## src/rtl/ir_rx_pkg.sv

```systemverilog
`timescale 1ns/1ps
package ir_rx_pkg;

  localparam logic [7:0] A_CTRL   = 8'h00;
  localparam logic [7:0] A_RXCTL  = 8'h10;
  localparam logic [7:0] A_DATA   = 8'h20;
  localparam logic [7:0] A_INTEN  = 8'h2C;
  localparam logic [7:0] A_STATUS = 8'h30;
  localparam logic [7:0] A_SMPCFG = 8'h34;

  localparam int unsigned ST_OVF   = 0;
  localparam int unsigned ST_PEND  = 1;
  localparam int unsigned ST_AVAIL = 4;

  localparam logic [7:0] RUN_MAX = 8'd127;

  typedef struct packed {
    logic       lvl;
    logic [6:0] len;
  } ir_entry_t;

  function automatic ir_entry_t make_entry(input logic lvl, input logic [7:0] len);
    ir_entry_t e;
    e.lvl = lvl;
    e.len = len[6:0];
    return e;
  endfunction

  // a differing sample that pushes the pending count past the filter is an edge
  function automatic logic edge_accepted(input logic [6:0] pend_nx, input logic [5:0] filt);
    return pend_nx > {1'b0, filt};
  endfunction

  // idle reached when this sample would bring the count to the threshold
  function automatic logic idle_reached(input logic [7:0] idle_cnt, input logic [7:0] thr);
    return (thr != 8'd0) && (({1'b0, idle_cnt} + 9'd1) == {1'b0, thr});
  endfunction

  function automatic logic fill_above(input logic [7:0] fill, input logic [7:0] lvl);
    return fill > lvl;
  endfunction

endpackage

```

## src/rtl/ir_rx_sampler.sv

```systemverilog
`timescale 1ns/1ps
module ir_rx_sampler #(
  parameter int unsigned DIV = 64
) (
  input  logic clk,
  input  logic rst_n,
  input  logic run,
  input  logic invert,
  input  logic line_in,
  output logic tick,
  output logic smp
);
  localparam int unsigned CW = (DIV > 1) ? $clog2(DIV) : 1;
  localparam logic [CW-1:0] DIV_LAST = CW'(DIV - 1);

  logic [1:0]    sync_q;
  logic [CW-1:0] div_q;

  always_ff @(posedge clk or negedge rst_n) begin
    if (!rst_n) sync_q <= 2'b00;
    else        sync_q <= {sync_q[0], line_in};
  end

  always_ff @(posedge clk or negedge rst_n) begin
    if (!rst_n)                 div_q <= '0;
    else if (!run)              div_q <= '0;
    else if (div_q == DIV_LAST) div_q <= '0;
    else                        div_q <= div_q + 1'b1;
  end

  assign tick = run && (div_q == DIV_LAST);
  assign smp  = sync_q[1] ^ invert;

  generate
    if (DIV > 1) begin : g_gap_chk
      assert_tick_gap_R1: assert property (@(posedge clk) disable iff (!rst_n)
        tick |=> !tick);
    end
  endgenerate

endmodule

```

## src/rtl/ir_rx_runlen.sv

```systemverilog
`timescale 1ns/1ps
module ir_rx_runlen
  import ir_rx_pkg::*;
(
  input  logic      clk,
  input  logic      rst_n,
  input  logic      run,
  input  logic      tick,
  input  logic      smp,
  input  logic [5:0] filt,
  input  logic [7:0] idle_thr,
  output logic      push,
  output ir_entry_t push_data,
  output logic      pkt_end
);
  logic       cur_lvl;
  logic       in_pkt;
  logic [7:0] run_cnt;
  logic [5:0] pend;
  logic [7:0] idle_cnt;

  logic [6:0] pend_nx;
  logic       accept;
  logic       idle_hit;
  logic       chunk;

  assign pend_nx  = {1'b0, pend} + 7'd1;
  assign accept   = (smp != cur_lvl) && edge_accepted(pend_nx, filt);
  assign idle_hit = in_pkt && !cur_lvl && idle_reached(idle_cnt, idle_thr);
  assign chunk    = run_cnt >= RUN_MAX;

  always_ff @(posedge clk or negedge rst_n) begin
    if (!rst_n) begin
      cur_lvl   <= 1'b0;
      in_pkt    <= 1'b0;
      run_cnt   <= '0;
      pend      <= '0;
      idle_cnt  <= '0;
      push      <= 1'b0;
      push_data <= '0;
      pkt_end   <= 1'b0;
    end else begin
      push    <= 1'b0;
      pkt_end <= 1'b0;
      if (!run) begin
        cur_lvl  <= 1'b0;
        in_pkt   <= 1'b0;
        run_cnt  <= '0;
        pend     <= '0;
        idle_cnt <= '0;
      end else if (tick) begin
        if (accept) begin
          if (in_pkt) begin
            push      <= 1'b1;
            push_data <= make_entry(cur_lvl, run_cnt - 8'(pend));
          end
          cur_lvl  <= smp;
          in_pkt   <= 1'b1;
          run_cnt  <= 8'(pend_nx);
          pend     <= '0;
          idle_cnt <= 8'(pend_nx);
        end else begin
          if (idle_cnt != 8'hFF) idle_cnt <= idle_cnt + 8'd1;
          if (idle_hit) begin
            pkt_end  <= 1'b1;
            in_pkt   <= 1'b0;
            run_cnt  <= '0;
            pend     <= '0;
          end else if (smp == cur_lvl) begin
            pend <= '0;
            if (!in_pkt) begin
              run_cnt <= '0;
            end else if (chunk) begin
              push      <= 1'b1;
              push_data <= make_entry(cur_lvl, RUN_MAX);
              run_cnt   <= run_cnt - (RUN_MAX - 8'd1);
            end else begin
              run_cnt <= run_cnt + 8'd1;
            end
          end else begin
            pend    <= pend + 6'd1;
            run_cnt <= run_cnt + 8'd1;
          end
        end
      end
    end
  end

  assert_len_nonzero_R2: assert property (@(posedge clk) disable iff (!rst_n)
    push |-> (push_data.len != 7'd0));

  assert_push_in_pkt_R5: assert property (@(posedge clk) disable iff (!rst_n)
    push |-> $past(in_pkt));

  assert_end_in_pkt_R5: assert property (@(posedge clk) disable iff (!rst_n)
    pkt_end |-> $past(in_pkt));

  assert_idle_run_R7: assert property (@(posedge clk) disable iff (!rst_n)
    !run |=> !push && !pkt_end);

endmodule

```

## src/rtl/ir_rx_fifo.sv

```systemverilog
`timescale 1ns/1ps
module ir_rx_fifo #(
  parameter int unsigned DEPTH = 16,
  parameter int unsigned WIDTH = 8
) (
  input  logic                         clk,
  input  logic                         rst_n,
  input  logic                         push,
  input  logic [WIDTH-1:0]             wdata,
  input  logic                         pop,
  output logic [WIDTH-1:0]             rdata,
  output logic [$clog2(DEPTH+1)-1:0]   count,
  output logic                         empty,
  output logic                         drop
);
  localparam int unsigned AW = $clog2(DEPTH);
  localparam int unsigned CW = $clog2(DEPTH + 1);
  localparam logic [CW-1:0] FULL_CNT = CW'(DEPTH);

  logic [WIDTH-1:0] mem [DEPTH];
  logic [AW-1:0]    wp, rp;
  logic             full, do_push, do_pop;

  assign full    = (count == FULL_CNT);
  assign empty   = (count == '0);
  assign do_pop  = pop && !empty;
  assign do_push = push && (!full || do_pop);
  assign drop    = push && full && !do_pop;
  assign rdata   = mem[rp];

  function automatic logic [AW-1:0] ptr_inc(input logic [AW-1:0] p);
    return (p == AW'(DEPTH - 1)) ? '0 : p + 1'b1;
  endfunction

  always_ff @(posedge clk) begin
    if (do_push) mem[wp] <= wdata;
  end

  always_ff @(posedge clk or negedge rst_n) begin
    if (!rst_n) begin
      wp    <= '0;
      rp    <= '0;
      count <= '0;
    end else begin
      if (do_push) wp <= ptr_inc(wp);
      if (do_pop)  rp <= ptr_inc(rp);
      if (do_push && !do_pop)      count <= count + 1'b1;
      else if (do_pop && !do_push) count <= count - 1'b1;
    end
  end

  assert_count_bound_R8: assert property (@(posedge clk) disable iff (!rst_n)
    count <= FULL_CNT);

  assert_no_overflow_R9: assert property (@(posedge clk) disable iff (!rst_n)
    drop |=> (count == FULL_CNT));

endmodule

```

## src/rtl/ir_rx_top.sv

```systemverilog
`timescale 1ns/1ps
module ir_rx_top
  import ir_rx_pkg::*;
#(
  parameter int unsigned CLK_DIV    = 64,
  parameter int unsigned FIFO_DEPTH = 16
) (
  input  logic        clk,
  input  logic        rst_n,
  input  logic        ir_in,
  input  logic        bus_sel,
  input  logic        bus_wr,
  input  logic [7:0]  bus_addr,
  input  logic [31:0] bus_wdata,
  output logic [31:0] bus_rdata,
  output logic        irq
);
  localparam int unsigned CW = $clog2(FIFO_DEPTH + 1);

  logic [5:0]  ctrl_q;
  logic        inv_q;
  logic [11:0] inten_q;
  logic [5:0]  filt_q;
  logic [7:0]  idle_q;
  logic        st_ovf, st_pend, st_avail;

  logic        run, tick, smp;
  logic        rl_push, pkt_end;
  ir_entry_t   rl_data;
  logic [7:0]  fifo_head;
  logic [CW-1:0] fifo_cnt;
  logic        fifo_empty, fifo_drop, fifo_pop;
  logic        wr_en, avail_now;
  logic [7:0]  w1c;
  logic        unused_wdata;

  assign run       = (ctrl_q[5:4] == 2'b11) && (ctrl_q[1:0] == 2'b11);
  assign wr_en     = bus_sel && bus_wr;
  assign fifo_pop  = bus_sel && !bus_wr && (bus_addr == A_DATA);
  assign w1c       = (wr_en && bus_addr == A_STATUS) ? bus_wdata[7:0] : 8'h00;
  assign avail_now = fill_above(8'(fifo_cnt), {4'h0, inten_q[11:8]});
  assign unused_wdata = ^{bus_wdata[31:16], bus_wdata[3], bus_wdata[1:0],
                          bus_wdata[7:6], bus_wdata[5], bus_wdata[2]};

  ir_rx_sampler #(.DIV(CLK_DIV)) u_sampler (
    .clk(clk), .rst_n(rst_n), .run(run), .invert(inv_q),
    .line_in(ir_in), .tick(tick), .smp(smp)
  );

  ir_rx_runlen u_runlen (
    .clk(clk), .rst_n(rst_n), .run(run), .tick(tick), .smp(smp),
    .filt(filt_q), .idle_thr(idle_q),
    .push(rl_push), .push_data(rl_data), .pkt_end(pkt_end)
  );

  ir_rx_fifo #(.DEPTH(FIFO_DEPTH), .WIDTH(8)) u_fifo (
    .clk(clk), .rst_n(rst_n), .push(rl_push), .wdata(rl_data),
    .pop(fifo_pop), .rdata(fifo_head), .count(fifo_cnt),
    .empty(fifo_empty), .drop(fifo_drop)
  );

  always_ff @(posedge clk or negedge rst_n) begin
    if (!rst_n) begin
      ctrl_q  <= '0;
      inv_q   <= 1'b0;
      inten_q <= '0;
      filt_q  <= '0;
      idle_q  <= '0;
    end else if (wr_en) begin
      case (bus_addr)
        A_CTRL:   ctrl_q  <= bus_wdata[5:0] & 6'h33;
        A_RXCTL:  inv_q   <= bus_wdata[2];
        A_INTEN:  inten_q <= bus_wdata[11:0] & 12'hF13;
        A_SMPCFG: begin
          filt_q <= bus_wdata[7:2];
          idle_q <= bus_wdata[15:8];
        end
        default: ;
      endcase
    end
  end

  always_ff @(posedge clk or negedge rst_n) begin
    if (!rst_n) begin
      st_ovf   <= 1'b0;
      st_pend  <= 1'b0;
      st_avail <= 1'b0;
    end else begin
      st_ovf   <= (st_ovf   && !w1c[ST_OVF])   || fifo_drop;
      st_pend  <= (st_pend  && !w1c[ST_PEND])  || pkt_end;
      st_avail <= (st_avail && !w1c[ST_AVAIL]) || avail_now;
    end
  end

  assign irq = (st_ovf && inten_q[ST_OVF]) || (st_pend && inten_q[ST_PEND]) ||
               (st_avail && inten_q[ST_AVAIL]);

  always_comb begin
    bus_rdata = 32'h0;
    case (bus_addr)
      A_CTRL:   bus_rdata = {26'h0, ctrl_q};
      A_RXCTL:  bus_rdata = {29'h0, inv_q, 2'b00};
      A_DATA:   bus_rdata = {24'h0, fifo_empty ? 8'h00 : fifo_head};
      A_INTEN:  bus_rdata = {20'h0, inten_q};
      A_STATUS: bus_rdata = {18'h0, 6'(fifo_cnt), 3'b000, st_avail, 2'b00, st_pend, st_ovf};
      A_SMPCFG: bus_rdata = {16'h0, idle_q, filt_q, 2'b00};
      default:  bus_rdata = {31'h0, unused_wdata & 1'b0};
    endcase
  end

  assert_ovf_cause_R9: assert property (@(posedge clk) disable iff (!rst_n)
    $rose(st_ovf) |-> $past(fifo_drop));

  assert_pend_set_R5: assert property (@(posedge clk) disable iff (!rst_n)
    pkt_end |=> st_pend);

  assert_avail_set_R10: assert property (@(posedge clk) disable iff (!rst_n)
    avail_now |=> st_avail);

  assert_pend_cause_R11: assert property (@(posedge clk) disable iff (!rst_n)
    $rose(st_pend) |-> $past(pkt_end));

endmodule

```

## config.mk

```make
export PLATFORM = sky130hd
export DESIGN_NAME = ir_rx_top
export DESIGN_NICKNAME = d
export VERILOG_FILES = /design/src/rtl/ir_rx_pkg.sv /design/src/rtl/ir_rx_sampler.sv /design/src/rtl/ir_rx_runlen.sv /design/src/rtl/ir_rx_fifo.sv /design/src/rtl/ir_rx_top.sv
export SDC_FILE = /design/constraint.sdc
export NUM_CORES = 1
export LEC_CHECK = 0
export BUFFER_PORTS_ARGS = -buffer_cell sky130_fd_sc_hd__buf_2
export CORE_ASPECT_RATIO = 2
export CORE_MARGIN = 3
export CORE_UTILIZATION = 45
export CTS_BUF_LIST = sky130_fd_sc_hd__clkbuf_4
export CTS_CLUSTER_SIZE = 12
export DETAILED_ROUTE_END_ITERATION = 8
export GPL_ROUTABILITY_DRIVEN = 0
export PLACE_DENSITY_LB_ADDON = 0.15
export SKIP_LAST_GASP = 1
export SLEW_MARGIN = 20
export SYNTH_ARGS = -nofsm -noshare
export SYNTH_HDL_FRONTEND = slang
export SYNTH_SLANG_ARGS = --single-unit
export TNS_END_PERCENT = 20
```

## constraint.sdc

```tcl
create_clock -name clk -period 5.1 [get_ports clk]
set_input_delay 0.51 -clock clk [delete_from_list [all_inputs] [get_ports clk]]
set_output_delay 0.51 -clock clk [all_outputs]
set_load 0.05 [all_outputs]
```

---- Yosys cells after proc, flatten, opt, wreduce, memory -nomap -nowiden ----
Memories as Yosys holds them, arrays and structs flattened.
Index checks and enable logic that the tools add are counted.
cells by class
  reduce and logical (&&, ||, !) cells .... 51
  add/sub/neg operators ................... 12
  mux-type cells .......................... 52
  equal/unequal tests ..................... 20
  bitwise operators ....................... 1
  order comparisons ....................... 3
operators by type and width
  kind                                                                   count
  8-bit 2-to-1 mux                                                       18
  16-bit one-hot mux with 6 select lines                                 1
  6-bit 2-to-1 mux                                                       7
  8-bit by 6-bit == test with 1-bit output, second input constant        4
  1-bit logical AND                                                      22
  1-bit 2-to-1 mux                                                       21
  8-bit by 1-bit adder with 8-bit output, second input constant          2
  5-bit 2-to-1 mux                                                       3
  2-bit AND reduction                                                    7
  6-bit by 1-bit adder with 6-bit output, second input constant          2
  8-bit by 1-bit adder with 9-bit output, second input constant          1
  9-bit by 8-bit == test with 1-bit output                               1
  1-bit zero test                                                        9
  4-bit by 1-bit adder with 4-bit output, second input constant          2
  4-bit == test, second input constant                                   2
  8-bit by 5-bit == test with 1-bit output, second input constant        1
  8-bit by 7-bit >= comparator with 1-bit output, second input constant  1
  8-bit zero test                                                        1
  4-bit 2-to-1 mux                                                       2
  8-bit != test, second input constant                                   1
  8-bit nonzero test                                                     1
  8-bit by 7-bit subtractor with 8-bit output, second input constant     1
  6-bit by 1-bit adder with 7-bit output, second input constant          1
  7-bit by 6-bit greater-than comparator with 1-bit output               1
  17 further kinds                                                       27
storage, ports and cells
  register bits ........................... 84
  logic and storage cells ................. 162
  bits in writable memories ............... 128
  output and inout bits ................... 33
  memories kept ........................... 1
memory list
  memory      words  width  read ports  clocked after memory_dff  wr ports  RTL line          source
  u_fifo.mem  16     8      1           0                         1         ir_rx_fifo.sv:20  logic [WIDTH-1:0] mem [DEPTH];

---- Logic depth before layout (Yosys ltp) ----
  depth in word-level cells ............... 10
  gate-level depth with buffers ........... 14
  mapped depth without buffers ............ 13

---- Modules after synthesis ----
From an unflattened synthesis, not the netlist that was laid out.
unflattened totals
  cell total of the unflattened synthesis .. 823
  area total of the unflattened synthesis .. 10689.0 µm²
by module, submodules not included
  module         sequential area each (µm²)  times used  area an instance (µm²)  cells an instance
  ir_rx_fifo     4169.0                      1           5830.6                  326
  ir_rx_runlen   850.8                       1           2673.8                  308
  ir_rx_top      725.7                       1           1853.0                  159
  ir_rx_sampler  200.2                       1           331.6                   30

---- Worst setup path before layout ----
Ideal clock, no wire load.
  path type ............................... input-to-reg
  start ................................... in bus_addr[1]
  end ..................................... reg u_fifo.count[4]
  cell stages on the path ................. 14
  path slack .............................. 1.955 ns
  arrival ................................. 3.019 ns
  required time ........................... 4.974 ns
  buffers on the path ..................... 1
  cells stage by stage .................... or4_4 > nor3_2 > nand2_1 > nor3_1 > o21a_1 > buf_2 > ha_1 > inv_1 > fa_1 > a21o_1 > a21oi_1 > xnor2_1 > nor2_1 > xor2_1
between the ends
  longest elaborated chain between the ends .. 8
  elaborated cells between the ends (all ways) .. 11
  those cells by class .................... eq/ne (1); mux (1); reduce/logical (9)
RTL lines
  item                                        RTL line          source
  start: declaration                          ir_rx_top.sv:13   input logic [7:0] bus_addr,
  8-bit by 6-bit == test with 1-bit output *  ir_rx_top.sv:39   assign fifo_pop = bus_sel && !bus_wr && (bus_addr == A_DATA);
  1-bit logical AND *                         ir_rx_top.sv:39
  1-bit logical AND *                         ir_rx_fifo.sv:26  assign do_pop = pop && !empty;
  1-bit logical OR *                          ir_rx_fifo.sv:27  assign do_push = push && (!full || do_pop);
  1-bit logical AND *                         ir_rx_fifo.sv:27
  net u_fifo.do_push                          ir_rx_fifo.sv:22  logic full, do_push, do_pop;
  1-bit zero test                             ir_rx_fifo.sv:48  else if (do_pop && !do_push) count <= count - 1'b1;
  1-bit logical AND                           ir_rx_fifo.sv:48
  2-bit nonzero test (no source line)         n/a
  end signal: assignment                      ir_rx_fifo.sv:47  if (do_push && !do_pop) count <= count + 1'b1;
  end signal: assignment                      ir_rx_fifo.sv:48
  end: declaration                            ir_rx_fifo.sv:12  output logic [$clog2(DEPTH+1)-1:0] count,
The timed path passes the listed nets; every way through them passes the cells marked *.
A chain may end at the register's enable or synchronous reset.

---- Final worst setup path ----
  start ................................... reg u_fifo.rp[0]
  end ..................................... out bus_rdata[7]
between the ends
  longest elaborated chain between the ends .. 3
RTL lines
  item                                    RTL line          source
  start: declaration                      ir_rx_fifo.sv:21  logic [AW-1:0] wp, rp;
  start signal: assignment                ir_rx_fifo.sv:46  if (do_pop) rp <= ptr_inc(rp);
  memory 16 x 8 bit                       n/a
  8-bit 2-to-1 mux                        ir_rx_top.sv:103  A_DATA: bus_rdata = {24'h0, fifo_empty ? 8'h00 : fifo_head};
  16-bit one-hot mux with 6 select lines  ir_rx_top.sv:100  case (bus_addr)
  end: declaration                        ir_rx_top.sv:15   output logic [31:0] bus_rdata,
Every way passes these cells.

==> summary.txt <==
Status
  – Status: finished clean

Clocking
  – Clock root cell: clkbuf_4
  – TritonCTS Buffers: 49
  – H-tree levels: 2
  – Setup Buffers After CTS: 0
  – Post_cts resized: 0
  – CTS clock-pin slew for the worst setup and hold paths: 0.07 ns
  – Maximum clock path buffer count: 3
  – Sinks on Clock Net: 212
  – CTS tree: done
  – Skew-Pair Late Insertion Delay: 0.68 ns

Floorplanning
  – Die Width: 113.5 um
  – Site Rows: 78
  – Die Ht: 221.1 um
  – Number of placed I/O pins: 78
  – Area of the core: 0.02274 mm^2
  – Initial Util: 45.76%
  – Die ar.: 0.02510 mm^2

STA
  – Worst Max-Slew Pin Slew: 0.9186 ns
  – Worst hold margin: 0.06611 ns
  – Final Hold Vio Count: 0
  – Final Max Tran Viols: 0
  – Max-slew headroom: 38.76%
  – Fmax achieved: 250.8 MHz
  – Final count of negative-setup-slack endpoints: 0
  – Final Worst Setup Slack: 1.113 ns
  – Clk_skew: 0.04343 ns
  – Unrepaired setup endpoints after global routing: false
  – Final TNS setup: 0 ns
  – Final min period: 3.987 ns
  – Period utilization: 78.17%

Worst setup path
  – Crit-path cells: buf_4, mux4_2, mux4_2, inv_1, o21ai_0, buf_2
  – Critical path arrival: 3.48 ns
  – RR Startpoint: u_runlen.pend[0]
  – WP data required: 4.59 ns
  – Crit end category: output port
  – Max stage delay on crit path: 0.96 ns
  – Kind of critical path: reg2out
  – Worst Path Max Fanout: 29
  – CP dominant cell by count: mux4_2
  – CP max-delay cell: dfrtp_2
  – R2R depth: 13
  – Startpoint type of the worst setup path: flop
  – CP Launch Point: u_fifo.rp[0]

Job
  – Max-Cap Viols: 0

Routing
  – DRT iter0 DRCs: 404
  – DRT antenna net count: 0
  – Via Count: 6671
  – DR pass1 iterations: 7
  – Final wirelength: 24790 um
  – Via density: 5.716
  – DRC Markers: 0
  – WL/cell: 21.24 um

Yosys
  – Synthesized flop and latch total: 212
  – Synth area leader: edfxtp_1
  – Gate count of the mapped netlist: 782
  – Unique masters post-synth: 78
  – Synth Cell Area: 0.01041 mm^2
  – Area contributors post-synth: edfxtp_1 37%, dfrtp_1 20%, mux4_2 8.7%
  – Main synth FF type: edfxtp_1
  – Synth warnings: 0
  – Post-synth top area share: 36.94%
  – Syn avg cell area: 13.31 um^2
  – Post-synth EDFFs: 128
  – Sequential-to-total area share from yosys stat: 57.14%
  – Post-synth ARST share: 39.62%

Hold path
  – Hold Crit Start: bus_wdata[13]
  – Worst Hold Class: in2reg
  – WHS Path Cells: 2

Power
  – Power Dens Cells: 279.3 mW/mm^2
  – Pwr Total: 0.003183 W
  – Worst vdd ir: 0.1797 mV
  – Leak: 4.841 nW

GRT
  – Gr ovfl total: 0
  – Largest net degree at the start of global routing: 85
  – First-pass GRT wire length: 39160 um
  – Number of global-route vias before repair: 7290
  – GRT Total Usage: 20.14%
  – Initial antenna violation count: 1

Final layout
  – Nets: 927
  – Layout area overhead: 9.510%
  – Share of cells above drive strength 1: 22.57%
  – Design Area, Final: 0.01140 mm^2

Placed design
  – DP Worst Slack: 1.373 ns
  – Post-DP Area: 0.01078 mm^2
  – IO Port Bufs: 45
  – DPL Wire Length: 18030 um
[critical path: cells and delay by family, from the launching register on]
family	cells	cell delay (ns)
multiplexers	2	1.01
flip-flops	1	0.96
buffers and inverters	3	0.72
AO/OA/AOI/OAI	1	0.10
[metal layers]
metal	wire (um)	vias to the layer above	global-route usage [%]	share of wire, %
met5	0	-	0	0
met4	1274	0	11.14	5.1
met3	947	75	3.202	3.8
met2	14310	185	37.88	58
met1	8257	3328	20.49	33
li1	-	3083	-	-
[cells in the final DEF, fill, tap and decap left out, types with 5 or more instances in the layout]
cell      synthesis  final
ha_1             30     30
mux4_2           40     40
nand2_1          50     50
nand4_1           8      8
a222oi_1          8      8
o22ai_1          10     10
o21ai_0          36     36
mux2_1            9      9
nor2_1           29     29
mux2_2           12     12
a211oi_1          5      5
buf_2            15     44
conb_1            1     16
o21ai_1           8      8
clkbuf_4          0     66
a21oi_1          34     34
nor3_1           11     11
xnor2_1          21     21
inv_1            42     42
nand3_1          27     27
edfxtp_1        128    128
nand2b_1          7      7
and2_1           21     21
dfrtp_1          84     82
mux2_4            8      8
a21o_1            9      9
clkinv_1          1     18
and3_1           14     14
xor2_1           12     12
[per-stage QoR]
step / cells / utilization (%)
floorplan: 797 / -
global placement: 1077 / 47.40
detailed placement: 1077 / 47.40
CTS: 1165 / 50.04
global route: 1167 / 50.12
finish: 1167 / 50.12
[worst paths after layout]
check | end | slack (ns)
setup / recovery | bus_rdata[7] | 1.11
hold / removal | idle_q[5] | 0.07
setup reg to reg | u_runlen.idle_cnt[4] | 1.37
hold reg to reg | u_sampler.sync_q[1] | 0.35
max in group asynchronous | u_fifo.rp[0] | 4.07
min in group asynchronous | u_fifo.count[4] | 0.48
[logic make-up (layout without fill, tap and decap cells)]
kind of cell	count (synthesis)	count (layout)	share of synthesized area (%)
buf+inv	93	182	4.413
flops	212	212	57.14
compound gates	143	143	9.198
simple gates	197	197	10.11
other cells	1	17	0.03604
fa+ha+maj	32	32	3.992
xor+xnor	34	34	2.934
mux	70	70	12.18
[Yosys cell counts, types with 5 or more instances]
| library cell | number |
|---|---|
| mux4_2 | 40 |
| a21o_1 | 9 |
| nor3_1 | 11 |
| buf_2 | 15 |
| a211oi_1 | 5 |
| dfrtp_1 | 84 |
| xor2_1 | 12 |
| nand2b_1 | 7 |
| ha_1 | 30 |
| a21oi_1 | 34 |
| o21ai_0 | 36 |
| nor2_1 | 29 |
| and3_1 | 14 |
| o21ai_1 | 8 |
| mux2_1 | 9 |
| xnor2_1 | 21 |
| edfxtp_1 | 128 |
| nand4_1 | 8 |
| buf_4 | 18 |
| a222oi_1 | 8 |
| and2_1 | 21 |
| nand3_1 | 27 |
| mux2_2 | 12 |
| inv_1 | 42 |
| mux2_4 | 8 |
| o22ai_1 | 10 |
| nand2_1 | 50 |
| clkbuf_1 | 14 |
[power breakdown]
group	total [W]	switching, W	internal (W)
Combinational	0.0000884	0.0000657	0.0000227
Sequential	0.00182	0.00000691	0.00181
Clock	0.00128	0.000666	0.000609
[flip-flops by register name, summed over array words and instances (netlist names), 2 cells and up]
name	flops
u_runlen.idle_cnt	8
u_sampler.sync_q	2
u_runlen.push_data	8
u_runlen.run_cnt	8
inten_q	7
u_fifo.count	5
u_fifo.mem	128
u_sampler.div_q	6
u_fifo.rp	4
ctrl_q	4
u_fifo.wp	4
filt_q	6
u_runlen.pend	6
idle_q	8
[area by class of cell]
cell class                 count  area [um^2]
inverter                      44        165.2
fill                        2023        11340
clock buffer                  66        495.5
timing repair buffer          51        281.5
sequential                   212         5948
tap                          280        350.3
antenna                        1        2.502
multi-input combinational    492         4058
clock inverter                21        95.09
[what timing repair did]
item,4_1_cts,5_1_grt
hold buffers,1,1
endpoints found under the setup margin,0,0
hold endpoints to repair,1,84
Note: power is estimated with default switching activity, not from simulation.
